===== config.mk =====
export PLATFORM = sky130hd
export DESIGN_NAME = lane_err_monitor
export DESIGN_NICKNAME = d
export VERILOG_FILES = /design/src/rtl/lane_err_pkg.sv /design/src/rtl/lane_err_window_ctrl.sv /design/src/rtl/lane_err_datapath.sv /design/src/rtl/lane_err_monitor.sv
export SDC_FILE = /design/constraint.sdc
export NUM_CORES = 1
export LEC_CHECK = 0
export BUFFER_PORTS_ARGS = -buffer_cell sky130_fd_sc_hd__buf_2
export CAP_MARGIN = 20
export CORE_UTILIZATION = 35
export CTS_BUF_LIST = sky130_fd_sc_hd__clkbuf_16
export DETAILED_ROUTE_END_ITERATION = 8
export SLEW_MARGIN = 40
export SYNTH_ARGS = -nofsm -noshare
export SYNTH_HDL_FRONTEND = slang
export SYNTH_SLANG_ARGS = --single-unit

===== constraint.sdc =====
create_clock -name clk -period 14.7 [get_ports clk]
set_input_delay 4.41 -clock clk [delete_from_list [all_inputs] [get_ports clk]]
set_output_delay 4.41 -clock clk [all_outputs]
set_load 0.05 [all_outputs]

===== src/rtl/lane_err_pkg.sv =====
package lane_err_pkg;
  localparam int WORD_W      = 10;
  localparam int SCAN_BITS   = 8;
  localparam int MAX_TOGGLES = 4;

  typedef struct packed {
    logic take;   // a valid word is present this cycle
    logic close;  // this valid word is the last of the window
  } winCmd_t;

  function automatic logic isCtrlCode(input logic [WORD_W-1:0] w);
    return (w == 10'b1101010100) || (w == 10'b0010101011) ||
           (w == 10'b0101010100) || (w == 10'b1010101011);
  endfunction

  function automatic logic [3:0] toggleCount(input logic [WORD_W-1:0] w);
    logic [3:0] n;
    n = '0;
    for (int i = 0; i < SCAN_BITS - 1; i++) begin
      n = n + {3'b000, (w[i] ^ w[i+1])};
    end
    return n;
  endfunction
endpackage


===== src/rtl/lane_err_window_ctrl.sv =====
module lane_err_window_ctrl
  import lane_err_pkg::*;
#(
  parameter int WIN_LOG2 = 24
) (
  input  logic    clk,
  input  logic    rst,
  input  logic    wordValid,
  output winCmd_t cmd,
  output logic    reportStb
);
  logic [WIN_LOG2-1:0] wordIdx;
  logic                lastWord;

  assign lastWord = &wordIdx;

  always_comb begin
    cmd.take  = wordValid;
    cmd.close = wordValid && lastWord;
  end

  always_ff @(posedge clk) begin
    if (rst) begin
      wordIdx   <= '0;
      reportStb <= 1'b0;
    end else begin
      reportStb <= wordValid && lastWord;
      if (wordValid) wordIdx <= wordIdx + 1'b1;
    end
  end
endmodule


===== src/rtl/lane_err_datapath.sv =====
module lane_err_datapath
  import lane_err_pkg::*;
#(
  parameter int NUM_CH = 3,
  parameter int CNT_W  = 24
) (
  input  logic                     clk,
  input  logic                     rst,
  input  winCmd_t                  cmd,
  input  logic [NUM_CH*WORD_W-1:0] words,
  output logic [NUM_CH*CNT_W-1:0]  errRate
);
  localparam logic [CNT_W-1:0] CNT_MAX = '1;

  for (genvar ch = 0; ch < NUM_CH; ch++) begin : g_lane
    logic [WORD_W-1:0] laneWord;
    logic              hit;
    logic [CNT_W-1:0]  acc;
    logic [CNT_W-1:0]  nextAcc;
    logic [CNT_W-1:0]  rate;

    assign laneWord = words[ch*WORD_W +: WORD_W];
    assign hit      = cmd.take && !isCtrlCode(laneWord) &&
                      (toggleCount(laneWord) > 4'(MAX_TOGGLES));
    assign nextAcc  = (hit && (acc != CNT_MAX)) ? acc + 1'b1 : acc;

    always_ff @(posedge clk) begin
      if (rst) begin
        acc  <= '0;
        rate <= '0;
      end else if (cmd.close) begin
        rate <= nextAcc;
        acc  <= '0;
      end else if (cmd.take) begin
        acc  <= nextAcc;
      end
    end

    assign errRate[ch*CNT_W +: CNT_W] = rate;
  end
endmodule


===== src/rtl/lane_err_monitor.sv =====
module lane_err_monitor
  import lane_err_pkg::*;
#(
  parameter int NUM_CH   = 3,
  parameter int WIN_LOG2 = 24,
  parameter int CNT_W    = 24
) (
  input  logic                     clk,
  input  logic                     rst,
  input  logic                     wordValid,
  input  logic [NUM_CH*WORD_W-1:0] words,
  output logic [NUM_CH*CNT_W-1:0]  errRate,
  output logic                     reportStb
);
  winCmd_t cmd;

  lane_err_window_ctrl #(.WIN_LOG2(WIN_LOG2)) ctrl_i (
    .clk(clk), .rst(rst), .wordValid(wordValid),
    .cmd(cmd), .reportStb(reportStb)
  );

  lane_err_datapath #(.NUM_CH(NUM_CH), .CNT_W(CNT_W)) dp_i (
    .clk(clk), .rst(rst), .cmd(cmd), .words(words), .errRate(errRate)
  );
endmodule


Yosys cells after proc, flatten, opt, wreduce, memory -nomap -nowiden

Cells that the tools add are included.

Flip-flop bits (word level): 169
Bits of input ports: 33
Logic and storage cells: 96
Output and inout bits: 73

Reductions and logical operators: 24
Bitwise gates (word level): 21
Mux-type cells: 3
Order comparisons: 3
Equal/unequal tests: 15
Add/sub/neg operators: 22

Operators by type and width:

| operator                                              | count |
|---|---|
| adder 24 x 1 -> 24 bit (second input constant)        | 4 |
| 2-to-1 mux 24 bit                                     | 3 |
| inequality test 24 bit (second input constant)        | 3 |
| adder 4 x 1 -> 4 bit                                  | 15 |
| equality test 10 bit (second input constant)          | 6 |
| equality test 10 x 8 -> 1 bit (second input constant) | 3 |
| equality test 10 x 9 -> 1 bit (second input constant) | 3 |
| AND reduction 24 bit                                  | 1 |
| bitwise XOR 1 bit                                     | 21 |
| > comparator 4 x 3 -> 1 bit (second input constant)   | 3 |
| logical AND 1 bit                                     | 10 |
| logical OR 1 bit                                      | 9 |
| adder 1 x 1 -> 2 bit                                  | 3 |
| logical NOT 1 bit                                     | 3 |
| OR reduction 2 bit                                    | 1 |

Logic depth before layout (Yosys ltp)

Depth in word-level cells: 11
Gate-level depth with buffers: 15
Mapped depth without buffers: 13

Modules after synthesis

From an unflattened synthesis, not the netlist that was laid out.

Cells, all modules: 875
Area total of the unflattened synthesis: 7897.6 um2

By module, submodules not included:

| module               | sequential area each (um2) | instances | cells an instance | area an instance (um2) |
|---|---|---|---|---|
| lane_err_datapath    | 2882.8                     | 1         | 743               | 6717.7 |
| lane_err_window_ctrl | 500.5                      | 1         | 132               | 1179.9 |

Least setup slack after synthesis

Ideal clock, no wire load.

Path type: input port to flip-flop
Start point: in words[20]
End point: reg dp_i.g_lane[2].rate[15]
Stages on the path: 15
Slack: 6.654 ns
Required time: 14.619 ns
Arrival: 7.965 ns
Buffers on the path: 2
Library setup time: 0.081 ns
Cell sequence: inv_1 -> ha_1 -> ha_1 -> fa_1 -> fa_1 -> ha_1 -> fa_1 -> nor2_1 -> o22ai_1 -> and3_1 -> clkbuf_1 -> clkbuf_1 -> nand4_1 -> xor2_1 -> a211oi_2

Word-level cells in the longest chain between the ends: 11
Elaborated cells between the ends (all ways): 20
Those cells by class: 6 x add/sub; 1 x order compare; 4 x eq/ne; 1 x mux; 1 x bitwise; 7 x reduce/logical

Ends and longest elaborated chain:

| what                              | line                    | text |
|---|---|---|
| start, declared                   | lane_err_monitor.sv:11  | `input logic [NUM_CH*WORD_W-1:0] words,` |
| bitwise XOR 1 bit                 | lane_err_pkg.sv:20      | `n = n + {3'b000, (w[i] ^ w[i+1])};` |
| adder 1 x 1 -> 2 bit              | lane_err_pkg.sv:20      |  |
| adder 4 x 1 -> 4 bit (5 in a row) | lane_err_pkg.sv:20      |  |
| > comparator 4 x 3 -> 1 bit       | lane_err_datapath.sv:24 | `(toggleCount(laneWord) > 4'(MAX_TOGGLES));` |
| logical AND 1 bit *               | lane_err_datapath.sv:23 | `assign hit = cmd.take && !isCtrlCode(laneWord) &&` |
| logical AND 1 bit *               | lane_err_datapath.sv:25 | `assign nextAcc = (hit && (acc != CNT_MAX)) ? acc + 1'b1 : acc;` |
| 2-to-1 mux 24 bit *               | lane_err_datapath.sv:25 |  |
| end signal, assigned              | lane_err_datapath.sv:32 | `rate <= nextAcc;` |
| end, declared                     | lane_err_datapath.sv:20 | `logic [CNT_W-1:0] rate;` |

Every way passes the cells marked *; elsewhere a longest branch is shown, timed or not.
A chain may end at the register's enable or synchronous reset.

Worst setup path after layout

Start point: in words[21]
End point: reg dp_i.g_lane[2].rate[8]

The elaborated chain is that of the path after synthesis.

==> summary.md <==
| Metric | Value |
|---|---|
| Outcome | finished clean |
| Min-Delay Path Class | flip-flop to flip-flop |
| Bufs on Longest Clock Path | 2 |
| Power per cell area | roughly 110 nW/µm² |
| DR iter-0 viols | between 200 and 300 |
| RR Startpoint | ctrl_i.wordIdx[7] |
| Slowest-stage cell, CP | or4_1 |
| Synth Register Bits | ~170 |
| Worst slew pin tran | ~0.79 ns |
| Pint | 770 µW |
| Layout cell share with drive strength beyond 1 | 0.263 |
| Sw frac | 0.272 |
| Power share of the clock group | 0.434 |
| CP Capture Type | flip-flop |
| Vias | just over 6000 |
| Hold Path Stages | 2 |
| Filler cells | ~2400 |
| Post-cts resize count | 0 |
| Sequential fraction of the synthesis area | 0.406 |
| Clock slew at reported path FFs | ~0.07 ns |
| Final core utilization | 0.412 |
| Worst-path cell chain | buf_2 -> inv_1 -> ha_1 -> ha_1 -> fa_1 -> fa_1 -> ha_1 -> fa_1 -> nor2_1 -> o22ai_1 -> nand3_1 -> or4_1 -> xnor2_1 -> a211oi_2 |
| # nets final | between 1000 and 1500 |
| Initial core utilization | 0.356 |
| Initial antenna violation count | 0 |
| N_diodes | 0 |
| Peak supply drop | ~0.064 mV |
| Full die area | around 24000 µm² |
| Register area | ~3400 µm² |
| Slew HR | 0.474 |
| Clock Tree Root | clkbuf_16 |
| Cell count of the worst reg-to-reg path | 7 |
| Fmax | 125 MHz |
| Worst r2r dst | dp_i.g_lane[0].acc[20] |
| Leakage power | around 0.0037 µW |
| Gr usage total | 0.149 |
| Final setup vio count | 0 |
| Flop pwr share | 0.444 |
| H-Tree Level Count | 4 |
| Worst setup SP type | primary input |
| Vias per cell | approximately 4.8 |
| Hold WS | 0.487 ns |
| Crit Path Class | primary input to flip-flop |
| Cts bufs inserted | 17 |
| Site Rows | 56 |
| Logic gate share of total power | 0.122 |
| Largest net degree at the start of global routing | 73 |
| Setup tns final | 0 ns |
| Mapped Area | around 8300 µm² |
| Async set or reset register ratio after synthesis | 0 |
| Grt ovf | 0 |
| PortBufs | 102 |
| # hold bufs at CTS | 0 |
| Ys flop type | dfxtp_1 |
| Drt drc | 0 |
| DRT antenna net count | 0 |
| Worst endpoint required time | 14.98 ns |
| WL/cell | around 13 µm |
| RSZ-0062 raised after global routing | false |
| Period utilization | 0.542 |
| Vias in the first global route | just over 6000 |
| Layout area overhead | 15.9% |
| Worst skew pair latency | ~0.43 ns |
| CTS tree | built |
| First-pass GRT wire length | 29.2 mm |
| Fin crit period | between 7 and 8 ns |
| Total net switching power | ~290 µW |
| Max-Cap Viols | 0 |
| Die Y | between 150 and 200 µm |
| Worst Skew | between 0.01 and 0.015 ns |
| Chip Width | approximately 160 µm |
| Placeable Area | roughly 23000 µm² |
| Number of hold violations in the final report | 0 |
| Postcts setup bufs | 0 |
| I/O pin count | 106 |
| Reg2reg setup slack | 11.79 ns |
| Post-DP HPWL | approximately 12 mm |
| EDFF count, synth | 0 |
| Synth Area per Inst | between 9 and 10 µm² |
| Yosys cell types | 43 |
| Max-slew violations | 0 |
| CTS Sinks | roughly 170 |
| Max stage delay on crit path | 0.57 ns |
| Worst Path Arrival | between 8 and 9 ns |
| Mapped Cells | between 800 and 900 |
| Gpl congestion | 0.799 |
| Syn_nets | 970 |
| Worst-path maximum fanout | 8 |
| Post-Route WL | 17.3 mm |
| Hold_sp | ctrl_i.wordIdx[18] |
| Synth Warn # | 0 |
| Area of the multi-input gates | ~4600 µm² |
| Worst hold endpoint | ctrl_i.wordIdx[18] |
| Initial DRT Pass Iterations | 6 |
[cells by family after synthesis]
group / synth area share
adder cells (fa/ha/maj): 0.0817
buffers and inverters: 0.0481
AND/OR/NAND/NOR: 0.238
AO/OA/AOI/OAI: 0.112
XOR/XNOR: 0.106
flip-flops: 0.406
multiplexers: 0.00751
[layout make-up]
type / count / area share
inverters: 38 / 0.0148
repair buffers: 108 / 0.0582
clock inverters: 15 / 0.0188
clock buffers: 17 / 0.0441
flip-flops and latches: 169 / 0.351
well taps: 319 / 0.0414
multi-input cells: 635 / 0.472
[state kept, by name, indices dropped and copies added (netlist names)]
name,count
dp_i.g_lane.acc,72
dp_i.g_lane.rate,72
ctrl_i.wordIdx,24
ctrl_i.reportStb,1
[cells in the mapped netlist, types with 8 or more instances]
master | n | share of area
nor3_1 | 22 | 0.013
buf_2 | 17 | 0.010
nor2_1 | 136 | 0.061
ha_1 | 40 | 0.060
nor2_2 | 50 | 0.038
and4_1 | 8 | 0.0084
nor4_1 | 12 | 0.0090
fa_1 | 9 | 0.022
a211oi_1 | 14 | 0.013
clkbuf_1 | 18 | 0.0081
inv_1 | 38 | 0.017
xnor2_1 | 41 | 0.043
nand3_1 | 44 | 0.026
nand2_1 | 35 | 0.016
xor2_1 | 60 | 0.063
dfxtp_1 | 169 | 0.41
nand4_1 | 38 | 0.029
and3_1 | 23 | 0.017
a211oi_2 | 58 | 0.087
[layout by cell type (no fill, tap or decap), drive strengths merged, types with 7 or more instances in the layout]
cell / Yosys / final
inv: 38 / 45
nand4: 38 / 38
xnor2: 41 / 41
and3: 25 / 25
dfxtp: 169 / 169
xor2: 60 / 60
buf: 28 / 108
and2: 7 / 7
clkbuf: 18 / 17
nor2: 186 / 186
nor3: 22 / 22
nand2: 36 / 36
fa: 9 / 9
nor4: 13 / 13
a21oi: 7 / 7
and4: 8 / 8
nand3: 44 / 44
ha: 40 / 40
a211oi: 72 / 72
[stage by stage]
step	instance area [µm²]	std cells	worst slack (ns)	power (µW)
after floorplan	8330	888	6.65	580
after global placement	9030	1269	6.26	607
after detailed placement	9040	1269	6.25	611
after CTS	9650	1301	6.70	1070
after global routing	9650	1301	6.53	1110
final	9650	1301	6.73	1060
[power by group through the flow]
| stage | sequential [µW] | combinational [µW] | clock [µW] |
|---|---|---|---|
| after floorplan | 479 | 102 | 0 |
| after global placement | 480 | 128 | 0 |
| after detailed placement | 480 | 131 | 0 |
| after CTS | 469 | 132 | 474 |
| after global routing | 470 | 149 | 492 |
| final | 469 | 129 | 459 |
[how the worst max path moves through the flow]
| stage | startpoint | endpoint | slack (ns) | depth (start not counted) |
|---|---|---|---|---|
| 6_report | words[21] | dp_i.g_lane[2].rate[8] | 6.73 | 14 |
| 4_1_cts | words[21] | dp_i.g_lane[2].rate[8] | 6.70 | 14 |
| 5_1_grt | words[21] | dp_i.g_lane[2].rate[19] | 6.53 | 14 |
| 3_3_place_gp | words[21] | dp_i.g_lane[2].rate[8] | 6.26 | 14 |
| 2_1_floorplan | words[20] | dp_i.g_lane[2].rate[15] | 6.65 | 15 |
| 3_5_place_dp | words[21] | dp_i.g_lane[2].rate[8] | 6.25 | 14 |
[worst max-delay path, delay by kind of cell]
| kind | cells | cell delay [ns] |
|---|---|---|
| adder cells (fa/ha/maj) | 6 | 2.29 |
| XOR/XNOR | 1 | 0.23 |
| buffers and inverters | 2 | 0.15 |
| AO/OA/AOI/OAI | 2 | 0.25 |
| AND/OR/NAND/NOR | 3 | 0.91 |
[layer usage]
| metal | GRT usage | vias up | part of all wire |
|---|---|---|---|
| met1 | 0.191 | 2900 | 0.49 |
| met3 | 0.0379 | 14 | 0.045 |
| met4 | 0.0411 | 0 | 0.0091 |
| met2 | 0.246 | 113 | 0.45 |
| met5 | 0 | - | 0 |
| li1 | - | 3205 | - |
Note: power is estimated with default switching activity, not from simulation.
